[config.mk]
export PLATFORM = sky130hd
export DESIGN_NAME = sdh_irq_status
export DESIGN_NICKNAME = d
export VERILOG_FILES = /design/src/rtl/sdh_irq_pkg.sv /design/src/rtl/sdh_pin_sync.sv /design/src/rtl/sdh_cd_detect.sv /design/src/rtl/sdh_sticky_byte.sv /design/src/rtl/sdh_irq_status.sv
export SDC_FILE = /design/constraint.sdc
export NUM_CORES = 1
export LEC_CHECK = 0
export BUFFER_PORTS_ARGS = -buffer_cell sky130_fd_sc_hd__buf_2
export CORE_MARGIN = 3
export CORE_UTILIZATION = 55
export DETAILED_ROUTE_END_ITERATION = 10
export PLACE_DENSITY = 0.79
export SLEW_MARGIN = 15
export SYNTH_ARGS = -nofsm -noshare
export SYNTH_HDL_FRONTEND = slang
export SYNTH_HIERARCHICAL = 1
export SYNTH_SLANG_ARGS = --single-unit
[constraint.sdc]
create_clock -name clk -period 1.9 [get_ports clk]
set_clock_uncertainty 0.1 [all_clocks]
set_input_delay 0.19 -clock clk [delete_from_list [all_inputs] [get_ports clk]]
set_output_delay 0.19 -clock clk [all_outputs]
set_load 0.1 [all_outputs]
[src/rtl/sdh_irq_pkg.sv]
package sdh_irq_pkg;

    localparam int STAT_W = 8;
    localparam int CFG_W  = 2 * STAT_W;
    localparam int REG_AW = 3;

    // register byte addresses
    localparam logic [REG_AW-1:0] ADR_STAT_A = 3'd0;
    localparam logic [REG_AW-1:0] ADR_STAT_B = 3'd1;
    localparam logic [REG_AW-1:0] ADR_MASK_A = 3'd2;
    localparam logic [REG_AW-1:0] ADR_MASK_B = 3'd3;
    localparam logic [REG_AW-1:0] ADR_CFG_LO = 3'd4;
    localparam logic [REG_AW-1:0] ADR_CFG_HI = 3'd5;
    localparam logic [REG_AW-1:0] ADR_CTRL   = 3'd6;

    // implemented bits
    localparam logic [STAT_W-1:0] STICKY_A_IMPL = 8'hF0;
    localparam logic [STAT_W-1:0] STICKY_B_IMPL = 8'hFF;
    localparam logic [STAT_W-1:0] MASK_A_IMPL   = 8'hF0;
    localparam logic [STAT_W-1:0] MASK_B_IMPL   = 8'hFE;

    // configuration word bit positions
    localparam int CFG_GIE      = 15;
    localparam int CFG_SEL_DAT3 = 14;
    localparam int CFG_SEL_GPI  = 13;
    localparam int CFG_POL_HIGH = 12;
    localparam int CFG_CRC_ABRT = 11;

    // control byte
    localparam int CTRL_SRST = 7;

    typedef struct packed {
        logic [STAT_W-1:0] mask_a;
        logic [STAT_W-1:0] mask_b;
        logic [CFG_W-1:0]  cfg;
    } sdh_ctl_t;

endpackage

[src/rtl/sdh_pin_sync.sv]
module sdh_pin_sync #(
    parameter int N      = 3,
    parameter int STAGES = 2
) (
    input  logic         clk,
    input  logic         rst_n,
    input  logic [N-1:0] async_i,
    output logic [N-1:0] sync_o
);
    localparam int CHAIN_W = N * STAGES;

    typedef struct packed {
        logic [CHAIN_W-1:0] chain;
    } sync_st_t;

    sync_st_t st_d, st_q;

    always_comb begin
        st_d       = st_q;
        st_d.chain = {st_q.chain[CHAIN_W-N-1:0], async_i};
    end

    always_ff @(posedge clk or negedge rst_n) begin
        if (!rst_n) st_q <= '0;
        else        st_q <= st_d;
    end

    assign sync_o = st_q.chain[CHAIN_W-1 -: N];

endmodule

[src/rtl/sdh_cd_detect.sv]
module sdh_cd_detect (
    input  logic clk,
    input  logic rst_n,
    input  logic dat3_s_i,
    input  logic gpi_s_i,
    input  logic sel_dat3_i,
    input  logic sel_gpi_i,
    input  logic pol_high_i,
    output logic chg_o,
    output logic ins_o
);
    typedef struct packed {
        logic       det_prev;
        logic [2:0] cfg_prev;
    } cd_st_t;

    cd_st_t     st_d, st_q;
    logic       have_src;
    logic       raw;
    logic       det;
    logic [2:0] cfg_now;

    always_comb begin
        have_src = sel_dat3_i | sel_gpi_i;
        raw      = sel_dat3_i ? dat3_s_i : gpi_s_i;
        det      = have_src & (pol_high_i ? raw : ~raw);
        cfg_now  = {sel_dat3_i, sel_gpi_i, pol_high_i};

        chg_o    = have_src && (det != st_q.det_prev) && (cfg_now == st_q.cfg_prev);
        ins_o    = chg_o && det;

        st_d          = st_q;
        st_d.det_prev = det;
        st_d.cfg_prev = cfg_now;
    end

    always_ff @(posedge clk or negedge rst_n) begin
        if (!rst_n) st_q <= '0;
        else        st_q <= st_d;
    end

endmodule

[src/rtl/sdh_sticky_byte.sv]
module sdh_sticky_byte #(
    parameter int           W    = 8,
    parameter logic [W-1:0] IMPL = '1
) (
    input  logic         clk,
    input  logic         rst_n,
    input  logic         srst_i,
    input  logic         clr_we_i,
    input  logic [W-1:0] clr_bits_i,
    input  logic [W-1:0] set_i,
    output logic [W-1:0] q_o
);
    typedef struct packed {
        logic [W-1:0] bits;
    } stk_st_t;

    stk_st_t      st_d, st_q;
    logic [W-1:0] after_clr;

    always_comb begin
        st_d      = st_q;
        after_clr = clr_we_i ? (st_q.bits & ~clr_bits_i) : st_q.bits;
        if (srst_i) st_d.bits = '0;
        else        st_d.bits = (after_clr | set_i) & IMPL;
    end

    always_ff @(posedge clk or negedge rst_n) begin
        if (!rst_n) st_q <= '0;
        else        st_q <= st_d;
    end

    assign q_o = st_q.bits;

    // soft reset empties the byte
    p_srst_empty_r7: assert property (@(posedge clk) disable iff (!rst_n)
        srst_i |=> (q_o == '0));

    for (genvar i = 0; i < W; i++) begin : g_chk
        if (IMPL[i]) begin : g_impl
            // latched bit survives when nothing clears it
            p_hold_r3: assert property (@(posedge clk) disable iff (!rst_n)
                (q_o[i] && !srst_i && !(clr_we_i && clr_bits_i[i])) |=> q_o[i]);
            // an event beats a concurrent clear
            p_set_wins_r4: assert property (@(posedge clk) disable iff (!rst_n)
                (set_i[i] && !srst_i) |=> q_o[i]);
        end
    end

endmodule

[src/rtl/sdh_irq_status.sv]
module sdh_irq_status
    import sdh_irq_pkg::*;
#(
    parameter int BLK_W = 11
) (
    input  logic              clk,
    input  logic              rst_n,
    input  logic              reg_wr_i,
    input  logic [REG_AW-1:0] reg_addr_i,
    input  logic [STAT_W-1:0] reg_wdata_i,
    output logic [STAT_W-1:0] reg_rdata_o,
    input  logic              evt_mblk_done_i,
    input  logic              evt_blk_done_i,
    input  logic [STAT_W-1:0] evt_cmd_i,
    input  logic              pin_wp_i,
    input  logic              pin_dat3_i,
    input  logic              pin_gpi_i,
    output logic              irq_o,
    output logic [BLK_W-1:0]  blk_len_m1_o,
    output logic              crc_abort_o
);
    localparam int NPIN = 3;

    sdh_ctl_t ctl_d, ctl_q;

    logic              wr_stat_a, wr_stat_b;
    logic              srst;
    logic [NPIN-1:0]   pins_s;
    logic              wp_s, dat3_s, gpi_s;
    logic              cd_chg, cd_ins;
    logic [STAT_W-1:0] set_a;
    logic [STAT_W-1:0] stat_a_q, stat_b_q;
    logic [STAT_W-1:0] stat_a_view;

    // ---------------- write decode ----------------
    always_comb begin
        wr_stat_a = reg_wr_i && (reg_addr_i == ADR_STAT_A);
        wr_stat_b = reg_wr_i && (reg_addr_i == ADR_STAT_B);
        srst      = reg_wr_i && (reg_addr_i == ADR_CTRL) && reg_wdata_i[CTRL_SRST];
    end

    // ---------------- masks and configuration ----------------
    always_comb begin
        ctl_d = ctl_q;
        if (srst) begin
            ctl_d.mask_a = '0;
            ctl_d.mask_b = '0;
        end else if (reg_wr_i) begin
            unique case (reg_addr_i)
                ADR_MASK_A: ctl_d.mask_a = reg_wdata_i & MASK_A_IMPL;
                ADR_MASK_B: ctl_d.mask_b = reg_wdata_i & MASK_B_IMPL;
                ADR_CFG_LO: ctl_d.cfg[STAT_W-1:0] = reg_wdata_i;
                ADR_CFG_HI: ctl_d.cfg[CFG_W-1:STAT_W] = reg_wdata_i;
                default: ;
            endcase
        end
    end

    always_ff @(posedge clk or negedge rst_n) begin
        if (!rst_n) ctl_q <= '0;
        else        ctl_q <= ctl_d;
    end

    // ---------------- pin path ----------------
    sdh_pin_sync #(
        .N      (NPIN),
        .STAGES (2)
    ) u_sync (
        .clk     (clk),
        .rst_n   (rst_n),
        .async_i ({pin_gpi_i, pin_dat3_i, pin_wp_i}),
        .sync_o  (pins_s)
    );

    assign {gpi_s, dat3_s, wp_s} = pins_s;

    sdh_cd_detect u_cd (
        .clk        (clk),
        .rst_n      (rst_n),
        .dat3_s_i   (dat3_s),
        .gpi_s_i    (gpi_s),
        .sel_dat3_i (ctl_q.cfg[CFG_SEL_DAT3]),
        .sel_gpi_i  (ctl_q.cfg[CFG_SEL_GPI]),
        .pol_high_i (ctl_q.cfg[CFG_POL_HIGH]),
        .chg_o      (cd_chg),
        .ins_o      (cd_ins)
    );

    // ---------------- sticky status ----------------
    assign set_a = {cd_ins, cd_chg, evt_blk_done_i, evt_mblk_done_i, 4'b0000};

    sdh_sticky_byte #(
        .W    (STAT_W),
        .IMPL (STICKY_A_IMPL)
    ) u_stat_a (
        .clk        (clk),
        .rst_n      (rst_n),
        .srst_i     (srst),
        .clr_we_i   (wr_stat_a),
        .clr_bits_i (reg_wdata_i),
        .set_i      (set_a),
        .q_o        (stat_a_q)
    );

    sdh_sticky_byte #(
        .W    (STAT_W),
        .IMPL (STICKY_B_IMPL)
    ) u_stat_b (
        .clk        (clk),
        .rst_n      (rst_n),
        .srst_i     (srst),
        .clr_we_i   (wr_stat_b),
        .clr_bits_i (reg_wdata_i),
        .set_i      (evt_cmd_i),
        .q_o        (stat_b_q)
    );

    assign stat_a_view = stat_a_q | {4'b0000, gpi_s, dat3_s, wp_s, 1'b0};

    // ---------------- interrupt and outputs ----------------
    always_comb begin
        irq_o = ctl_q.cfg[CFG_GIE] &
                (|((stat_a_q & ctl_q.mask_a) | (stat_b_q & ctl_q.mask_b)));
    end

    assign blk_len_m1_o = ctl_q.cfg[BLK_W-1:0];
    assign crc_abort_o  = ctl_q.cfg[CFG_CRC_ABRT];

    always_comb begin
        unique case (reg_addr_i)
            ADR_STAT_A: reg_rdata_o = stat_a_view;
            ADR_STAT_B: reg_rdata_o = stat_b_q;
            ADR_MASK_A: reg_rdata_o = ctl_q.mask_a;
            ADR_MASK_B: reg_rdata_o = ctl_q.mask_b;
            ADR_CFG_LO: reg_rdata_o = ctl_q.cfg[STAT_W-1:0];
            ADR_CFG_HI: reg_rdata_o = ctl_q.cfg[CFG_W-1:STAT_W];
            default:    reg_rdata_o = '0;
        endcase
    end

    // ---------------- assertions ----------------
    // soft reset zeroes both masks
    p_mask_srst_r7: assert property (@(posedge clk) disable iff (!rst_n)
        srst |=> (ctl_q.mask_a == '0 && ctl_q.mask_b == '0));
    // soft reset keeps the configuration word
    p_cfg_keep_r7: assert property (@(posedge clk) disable iff (!rst_n)
        srst |=> $stable(ctl_q.cfg));
    // interrupt is quiet right after a soft reset
    p_irq_quiet_r6: assert property (@(posedge clk) disable iff (!rst_n)
        srst |=> !irq_o);

endmodule

==> results of run 1 <==
-- routing by layer --
metal | up-vias | part of all wire [%]
met5 | - | 0
met4 | 0 | 1.5
met3 | 8 | 6.4
met2 | 79 | 49
met1 | 974 | 43
li1 | 911 | -
-- how the worst max path moves through the flow --
stage | start | end | slack (ns) | depth (start not counted)
finish | ctl_q[15] | reg_rdata_o[7] | 0.05 | 4
global route | ctl_q[13] | reg_rdata_o[5] | -0.05 | 5
CTS | u_stat_a/q_o[5] | irq_o | 0.01 | 5
detailed placement | ctl_q[14] | u_stat_a/q_o[7] | 0.06 | 5
global placement | ctl_q[14] | u_stat_a/q_o[7] | 0.14 | 5
floorplan | reg_addr_i[0] | reg_rdata_o[5] | 0.08 | 5
-- power breakdown --
part	internal (mW)	switching [mW]
Sequential	1.21	0.153
Combinational	0.478	0.977
Clock	0.256	0.336
Total	1.95	1.47
-- layout by cell type, fill, tap and decap left out, types with 5 or more instances in the layout --
| cell type | n |
|---|---|
| sky130_fd_sc_hd__nand2_1 | 6 |
| sky130_fd_sc_hd__nor3_1 | 5 |
| sky130_fd_sc_hd__a311oi_2 | 8 |
| sky130_fd_sc_hd__mux2i_1 | 8 |
| sky130_fd_sc_hd__clkbuf_8 | 5 |
| sky130_fd_sc_hd__buf_12 | 8 |
| sky130_fd_sc_hd__nor2_1 | 21 |
| sky130_fd_sc_hd__a22o_1 | 11 |
| sky130_fd_sc_hd__dfrtp_1 | 47 |
| sky130_fd_sc_hd__buf_4 | 20 |
| sky130_fd_sc_hd__o21ai_0 | 7 |
| sky130_fd_sc_hd__mux2_2 | 16 |
| sky130_fd_sc_hd__buf_2 | 38 |
| sky130_fd_sc_hd__inv_1 | 15 |
-- what timing repair did --
action | in CTS | in global routing
setup endpoints to repair | 6 | 8
gates cloned | 0 | 0
buffers inserted | 1 | 2
hold endpoints to repair | 52 | 0
hold buffers | 4 | 0
pin swaps | 1 | 4
resized for setup | 14 | 7
-- metrics by stage --
| stage | power [mW] | setup slack [ns] |
|---|---|---|
| 6_report | 3.41 | 0.0461 |
| 5_1_grt | 3.55 | -0.0451 |
| 4_1_cts | 3.39 | 0.0149 |
| 3_5_place_dp | 2.75 | 0.0647 |
| 3_3_place_gp | 2.72 | 0.145 |
| 2_1_floorplan | 2.51 | 0.0763 |
-- registers in the layout (all words and copies together) (netlist names) --
signal,count
crc_abort_o,1
u_stat_a/q_o,4
ctl_q,15
blk_len_m1_o,11
u_sync/st_q,6
u_stat_b/q_o,8
u_cd/st_q,4
-- cell type report --
type                       instances  share of cell area (%)
sequential                        49                    38.2
inverter                          17                    1.99
multi-input combinational        134                    37.9
clock inverter                     2                   0.311
timing repair buffer              71                    17.3
clock buffer                       6                    2.26
tap                               52                    2.02
-- worst max-delay path: stages (launching register included) --
cell,delay [ns]
sky130_fd_sc_hd__dfrtp_1,0.41
sky130_fd_sc_hd__mux4_2,0.51
sky130_fd_sc_hd__inv_2,0.09
sky130_fd_sc_hd__o22ai_4,0.07
sky130_fd_sc_hd__buf_8,0.18
==> impl_table.tex, run 1 <==
\begin{tabular}{lr}
\hline
Metric & Value \\
\hline
\multicolumn{2}{l}{\textbf{Placement}} \\
\quad Half-perimeter wire length of the detailed placement result & approximately 4.5 mm \\
\quad PortBufs & 47 \\
\quad Inst Count DP & roughly 320 \\
\quad Gp weighted congestion & 0.874 \\
\quad DP Area & 3000 µm² \\
\multicolumn{2}{l}{\textbf{GRT}} \\
\quad Maximum number of pins on one net before global-route repair & 50 \\
\quad Via count of the first global-routing pass & about 1900 \\
\quad Met1 routing resource usage after global routing & 33.0\% \\
\quad Met3 layer usage reported by global route & 4.46\% \\
\quad Overall routing resource usage & 23.6\% \\
\quad Met2 Resource Use GR & a little under two fifths \\
\quad GR peak layer & met2 \\
\quad Initial antenna violation count & 0 \\
\quad First-pass GRT wire length & 9.56 mm \\
\quad Overflow left after global routing & 0 \\
\multicolumn{2}{l}{\textbf{Final layout}} \\
\quad Total of fill cells in the finished design & between 300 and 400 \\
\quad Fraction of final layout cells with drive strength greater than 1 & 44.1\% \\
\quad Net count, final & 305 \\
\quad Final cell count without fillers & $\sim$330 \\
\quad P\&R area growth vs syn & 25.5\% \\
\quad Final core utilization & 72.8\% \\
\quad Area of all sequential standard cells & about 1200 µm² \\
\quad Area of the multi-input gates & between 1000 and 1500 µm² \\
\quad Count of antenna diodes in the layout & 0 \\
\quad Fin area & around 3200 µm² \\
\multicolumn{2}{l}{\textbf{Critical path}} \\
\quad Endpoint arrival time on the critical path & between 1.5 and 2 ns \\
\quad Internal reg-to-reg setup slack & around 0.080 ns \\
\quad Biggest fanout along the worst timing path & 3 \\
\quad Worst flop-to-flop path endpoint & u\_stat\_a/q\_o[6] \\
\quad Worst reg2reg startpoint & ctl\_q[14] \\
\quad Classification of the worst setup path & flip-flop to primary output \\
\quad Worst endpoint required time & approximately 1.6 ns \\
\quad CP Launch Type & flip-flop \\
\quad Element type at the critical path end & primary output \\
\quad Worst R2R Path Depth & 7 \\
\multicolumn{2}{l}{\textbf{Drt}} \\
\quad Count of unresolved DRC violations after routing & 0 \\
\quad Count of vias placed by the detailed router & just under 2000 \\
\quad Detailed-route wire length per cell & $\sim$18 µm \\
\quad Number of DRC markers in iteration 0 & approximately 110 \\
\quad Count of antenna-violating nets left after detailed routing & 0 \\
\quad Count of TritonRoute iterations in the first routing pass & 4 \\
\quad Wire length reported by the detailed router & approximately 6.1 mm \\
\quad Detailed-route vias per instance & between 5 and 6 \\
\multicolumn{2}{l}{\textbf{CTS}} \\
\quad Clock root cell & sky130\_fd\_sc\_hd\_\_clkbuf\_8 \\
\quad Number of buffers inserted during clock tree synthesis & 5 \\
\quad Clock slew at reported path FFs & around 0.080 ns \\
\quad TritonCTS clock tree & done \\
\quad CTS sink count & 49 \\
\quad Clock latency on the worst-skew pair & 0.30 ns \\
\quad Maximum clock insertion buffer count & 2 \\
\quad Count of H-tree levels built during CTS & 2 \\
\multicolumn{2}{l}{\textbf{Logic synthesis}} \\
\quad Cell count after synthesis & around 230 \\
\quad Yosys synthesis warning count & 6 \\
\quad Post-synthesis average cell area & between 10 and 15 µm² \\
\quad Post-Syn Area & $\sim$2600 µm² \\
\multicolumn{2}{l}{\textbf{Timing}} \\
\quad Summed negative setup slack over all endpoints & 0 ns \\
\quad Tcrit/Tclk final & between 90 and 100\% \\
\quad Period minus WS final & 1.85 ns \\
\quad Maximum achievable frequency & between 500 and 600 MHz \\
\quad Hold\_ws & 0.0201 ns \\
\quad Endpoints failing hold & 0 \\
\quad Setup-violating endpoint count in the final report & 0 \\
\quad Final number of max-transition violations & 0 \\
\quad Unrepaired setup endpoints after global routing & true \\
\multicolumn{2}{l}{\textbf{Worst hold path}} \\
\quad Worst Hold Launch & reg\_wdata\_i[0] \\
\quad Number of instances on the worst hold path & 2 \\
\quad Class of the tightest hold or removal check & input pin to flip-flop \\
\quad Destination of the worst hold path & u\_stat\_b/q\_o[0] \\
\multicolumn{2}{l}{\textbf{Run status}} \\
\quad Run status & complete, no violations \\
\multicolumn{2}{l}{\textbf{Run}} \\
\quad Max-cap violation count & 0 \\
\multicolumn{2}{l}{\textbf{Floorplanning}} \\
\quad Die area & about 5500 µm² \\
\quad Die height & roughly 74 µm \\
\quad Die Width & 74.2 µm \\
\quad CORE AREA & about 4400 µm² \\
\quad Starting density of the core & 58.0\% \\
\quad Count of standard-cell rows & 24 \\
\quad Number of ports placed on the die boundary & 48 \\
\multicolumn{2}{l}{\textbf{Pwr}} \\
\quad Power density cells & around 1100 nW/µm² \\
\quad Peak supply drop & 0.758 mV \\
\quad Leakage & 1.44 nW \\
\hline
\end{tabular}
Note: power is estimated with default switching activity, not from simulation.
==> inputs of run 2 (changes only) <==
--- a/config.mk
+++ b/config.mk
@@ -5,11 +5,12 @@
 export SDC_FILE = /design/constraint.sdc
 export NUM_CORES = 1
 export LEC_CHECK = 0
+export ABC_AREA = 1
 export BUFFER_PORTS_ARGS = -buffer_cell sky130_fd_sc_hd__buf_2
 export CORE_MARGIN = 3
-export CORE_UTILIZATION = 55
+export CORE_UTILIZATION = 56
 export DETAILED_ROUTE_END_ITERATION = 10
-export PLACE_DENSITY = 0.79
+export PLACE_DENSITY = 0.8
 export SLEW_MARGIN = 15
 export SYNTH_ARGS = -nofsm -noshare
 export SYNTH_HDL_FRONTEND = slang
==> run 2 against run 1 <==
Synthesized cell count is 63% higher. Utilization is 3.2 points lower. Register-to-register slack better by 0.42 ns.
==> impl_table.tex, run 2 <==
\begin{tabular}{lr}
\hline
Metric & Value \\
\hline
\multicolumn{2}{l}{\textbf{Run status}} \\
\quad Run status & complete, no violations \\
\multicolumn{2}{l}{\textbf{Run}} \\
\quad Max-cap violation count & 0 (unchanged) \\
\multicolumn{2}{l}{\textbf{Timing}} \\
\quad Unrepaired setup endpoints after global routing & false \\
\quad Period minus WS final & 1.76 ns (-0.0986 ns) \\
\quad Maximum achievable frequency & 570 MHz (+5.6\%) \\
\quad Actual slew at the worst max-slew pin & roughly 0.58 ns \\
\quad Setup-violating endpoint count in the final report & 0 (unchanged) \\
\quad Summed negative setup slack over all endpoints & 0 ns (unchanged) \\
\quad Tcrit/Tclk final & 92.4\% (-5.2 points) \\
\quad Slew headroom & 61.4\% \\
\quad Endpoints failing hold & 0 (unchanged) \\
\quad Final number of max-transition violations & 0 (unchanged) \\
\multicolumn{2}{l}{\textbf{Floorplanning}} \\
\quad Die height & 75.3 µm (+1.4\%) \\
\quad Starting density of the core & 59.7\% (+1.6 points) \\
\quad Number of ports placed on the die boundary & 48 (unchanged) \\
\quad Die area & 5670 µm² (+2.8\%) \\
\quad Die Width & 75.3 µm (+1.4\%) \\
\quad Count of standard-cell rows & 24 (unchanged) \\
\quad CORE AREA & 4500 µm² (+2.0\%) \\
\multicolumn{2}{l}{\textbf{Placement}} \\
\quad Half-perimeter wire length of the detailed placement result & 4.90 mm (+8.9\%) \\
\quad PortBufs & 47 (unchanged) \\
\quad Gp weighted congestion & 0.888 (+1.6\%) \\
\multicolumn{2}{l}{\textbf{Critical path}} \\
\quad Buf+Inv Stages, Crit Path & 2 (unchanged) \\
\quad Worst endpoint required time & 1.61 ns (about the same) \\
\quad Worst flop-to-flop path endpoint & u\_stat\_a/q\_o[6] \\
\quad Cell class contributing the biggest share of worst-path delay & buffers and inverters \\
\quad CP Launch Type & flip-flop \\
\quad Worst R2R Path Depth & 9 (+2) \\
\quad Slowest stage cell, crit path & sky130\_fd\_sc\_hd\_\_buf\_2 \\
\quad Biggest fanout along the worst timing path & 3 (unchanged) \\
\quad Endpoint arrival time on the critical path & 1.47 ns (-0.09 ns) \\
\quad Crit path cell chain & nand2\_1 > nand2\_1 > nor2\_1 > nand3\_1 > nand2\_1 > inv\_1 > buf\_2 \\
\quad Critical path's largest stage delay & 0.41 ns (-0.10 ns) \\
\quad Classification of the worst setup path & flip-flop to primary output \\
\quad Worst reg2reg startpoint & ctl\_q[14] \\
\quad Internal reg-to-reg setup slack & 0.50 ns (+0.42 ns) \\
\quad Element type at the critical path end & primary output \\
\quad Cell repeated most along the worst path & sky130\_fd\_sc\_hd\_\_nand2\_1 \\
\multicolumn{2}{l}{\textbf{Logic synthesis}} \\
\quad Post-synthesis average cell area & 7.32 µm² (-36\%) \\
\quad Post-Syn Area & 2690 µm² (+4.9\%) \\
\quad Cell count after synthesis & 367 (+63\%) \\
\quad Yosys synthesis warning count & 6 (unchanged) \\
\multicolumn{2}{l}{\textbf{Drt}} \\
\quad Number of DRC markers in iteration 0 & 114 (+4.6\%) \\
\quad Detailed-route vias per instance & 5.19 (-13\%) \\
\quad Detailed-route wire length per cell & 14.1 µm (-24\%) \\
\quad Count of antenna-violating nets left after detailed routing & 0 (unchanged) \\
\quad Count of vias placed by the detailed router & 2372 (+20\%) \\
\quad Wire length reported by the detailed router & 6.44 mm (+5.3\%) \\
\quad Count of unresolved DRC violations after routing & 0 (unchanged) \\
\quad Count of TritonRoute iterations in the first routing pass & 4 (unchanged) \\
\multicolumn{2}{l}{\textbf{GRT}} \\
\quad First-pass GRT wire length & 10.6 mm (+11\%) \\
\quad Initial antenna violation count & 0 (unchanged) \\
\quad Overflow left after global routing & 0 (unchanged) \\
\quad Maximum number of pins on one net before global-route repair & 27 (-46\%) \\
\quad Via count of the first global-routing pass & 2261 (+19\%) \\
\quad Overall routing resource usage & 24.9\% (+1.2 points) \\
\multicolumn{2}{l}{\textbf{CTS}} \\
\quad Count of H-tree levels built during CTS & 2 (unchanged) \\
\quad Clock slew at reported path FFs & 0.09 ns (about the same) \\
\quad Clock latency on the worst-skew pair & 0.30 ns (about the same) \\
\quad TritonCTS clock tree & done \\
\quad Number of buffers inserted during clock tree synthesis & 5 (unchanged) \\
\quad Maximum clock insertion buffer count & 2 (unchanged) \\
\quad Clock root cell & sky130\_fd\_sc\_hd\_\_clkbuf\_8 \\
\quad CTS sink count & 49 (unchanged) \\
\multicolumn{2}{l}{\textbf{Final layout}} \\
\quad Fraction of final layout cells with drive strength greater than 1 & 19.0\% (-25 points) \\
\quad Net count, final & 431 (+41\%) \\
\quad Count of antenna diodes in the layout & 0 (unchanged) \\
\quad Final core utilization & 69.6\% (-3.2 points) \\
\quad Register ranked first by flip-flop count & ctl\_q \\
\quad Leading cell type in the layout, fill and taps excluded & sky130\_fd\_sc\_hd\_\_nand2\_1 \\
\quad P\&R area growth vs syn & 16.6\% \\
\quad Total of fill cells in the finished design & 402 (+28\%) \\
\quad Max FFs per register & 15 (unchanged) \\
\quad Commonest non-fill, non-tap cells in the layout & sky130\_fd\_sc\_hd\_\_nand2\_1, sky130\_fd\_sc\_hd\_\_inv\_1, sky130\_fd\_sc\_hd\_\_dfrtp\_1, sky130\_fd\_sc\_hd\_\_buf\_2, sky130\_fd\_sc\_hd\_\_nor2\_1 \\
\multicolumn{2}{l}{\textbf{Pwr}} \\
\quad Peak supply drop & 0.625 mV (-18\%) \\
\quad Leakage & 1.78 nW (+23\%) \\
\quad Power density cells & 1070 nW/µm² (+0.86\%) \\
\multicolumn{2}{l}{\textbf{Worst hold path}} \\
\quad Class of the tightest hold or removal check & input pin to flip-flop \\
\quad Worst Hold Launch & evt\_cmd\_i[7] \\
\quad Destination of the worst hold path & u\_stat\_b/q\_o[7] \\
\quad Number of instances on the worst hold path & 3 (+1) \\
\hline
\end{tabular}
run 2: where the power goes:
part           switching, mW  leakage [nW]  internal (mW)
registers              0.139         0.580           1.20
clock network          0.356        0.0585          0.395
logic                  0.939          1.14          0.325
total                   1.43          1.78           1.92
run 2: routing by layer:
| layer | up-vias | part of all wire, % | track usage (%) | wire length [µm] |
|---|---|---|---|---|
| li1 | 1185 | - | - | - |
| met4 | 0 | 1.8 | 6.80 | 116 |
| met1 | 1109 | 44 | 34.4 | 2840 |
| met2 | 65 | 49 | 40.8 | 3130 |
| met5 | - | 0 | 0 | 0 |
| met3 | 13 | 5.3 | 3.87 | 340 |
run 2: layout make-up:
cell class,count,area (µm²),share of cell area (%)
flip-flops and latches,49,1230,39.2
multi-input cells,226,1040,33.1
repair buffers,56,445,14.2
inverters,66,248,7.90
clock buffers,5,68.8,2.20
well taps,52,65.1,2.08
clock inverters,3,43.8,1.40
run 2: tightest hold or removal path, stage by stage:
cell                      delay [ns]
sky130_fd_sc_hd__buf_2          0.09
sky130_fd_sc_hd__inv_1          0.04
sky130_fd_sc_hd__a21oi_1        0.05
run 2: what timing repair did:
action / in CTS / in global routing
endpoints found under the setup margin: 0 / 0
hold endpoints to repair: 26 / 0
setup buffers: 0 / 0
hold buffers: 4 / 0
resized for setup: 0 / 0
run 2: through the flow:
step           power [mW]  hold slack [ns]  instance area [µm²]  cells  setup WS, ns
6_report             3.36           0.0109                 3130    457         0.145
5_1_grt              3.54          0.00547                 3130    457        0.0320
4_1_cts              3.38          0.00186                 3130    457         0.130
3_5_place_dp         2.62            0.116                 2980    445         0.171
3_3_place_gp         2.60            0.114                 2980    445         0.221
2_1_floorplan        2.35           -0.206                 2700    370        0.0223
run 2: worst max-delay path by stage:
stage	depth (start not counted)	endpoint	startpoint
2_1_floorplan	4	reg_rdata_o[3]	crc_abort_o
3_3_place_gp	7	reg_rdata_o[2]	reg_addr_i[2]
3_5_place_dp	9	reg_rdata_o[7]	reg_addr_i[0]
4_1_cts	7	irq_o	u_stat_a/q_o[6]
5_1_grt	7	irq_o	u_stat_a/q_o[6]
6_report	7	irq_o	ctl_q[29]
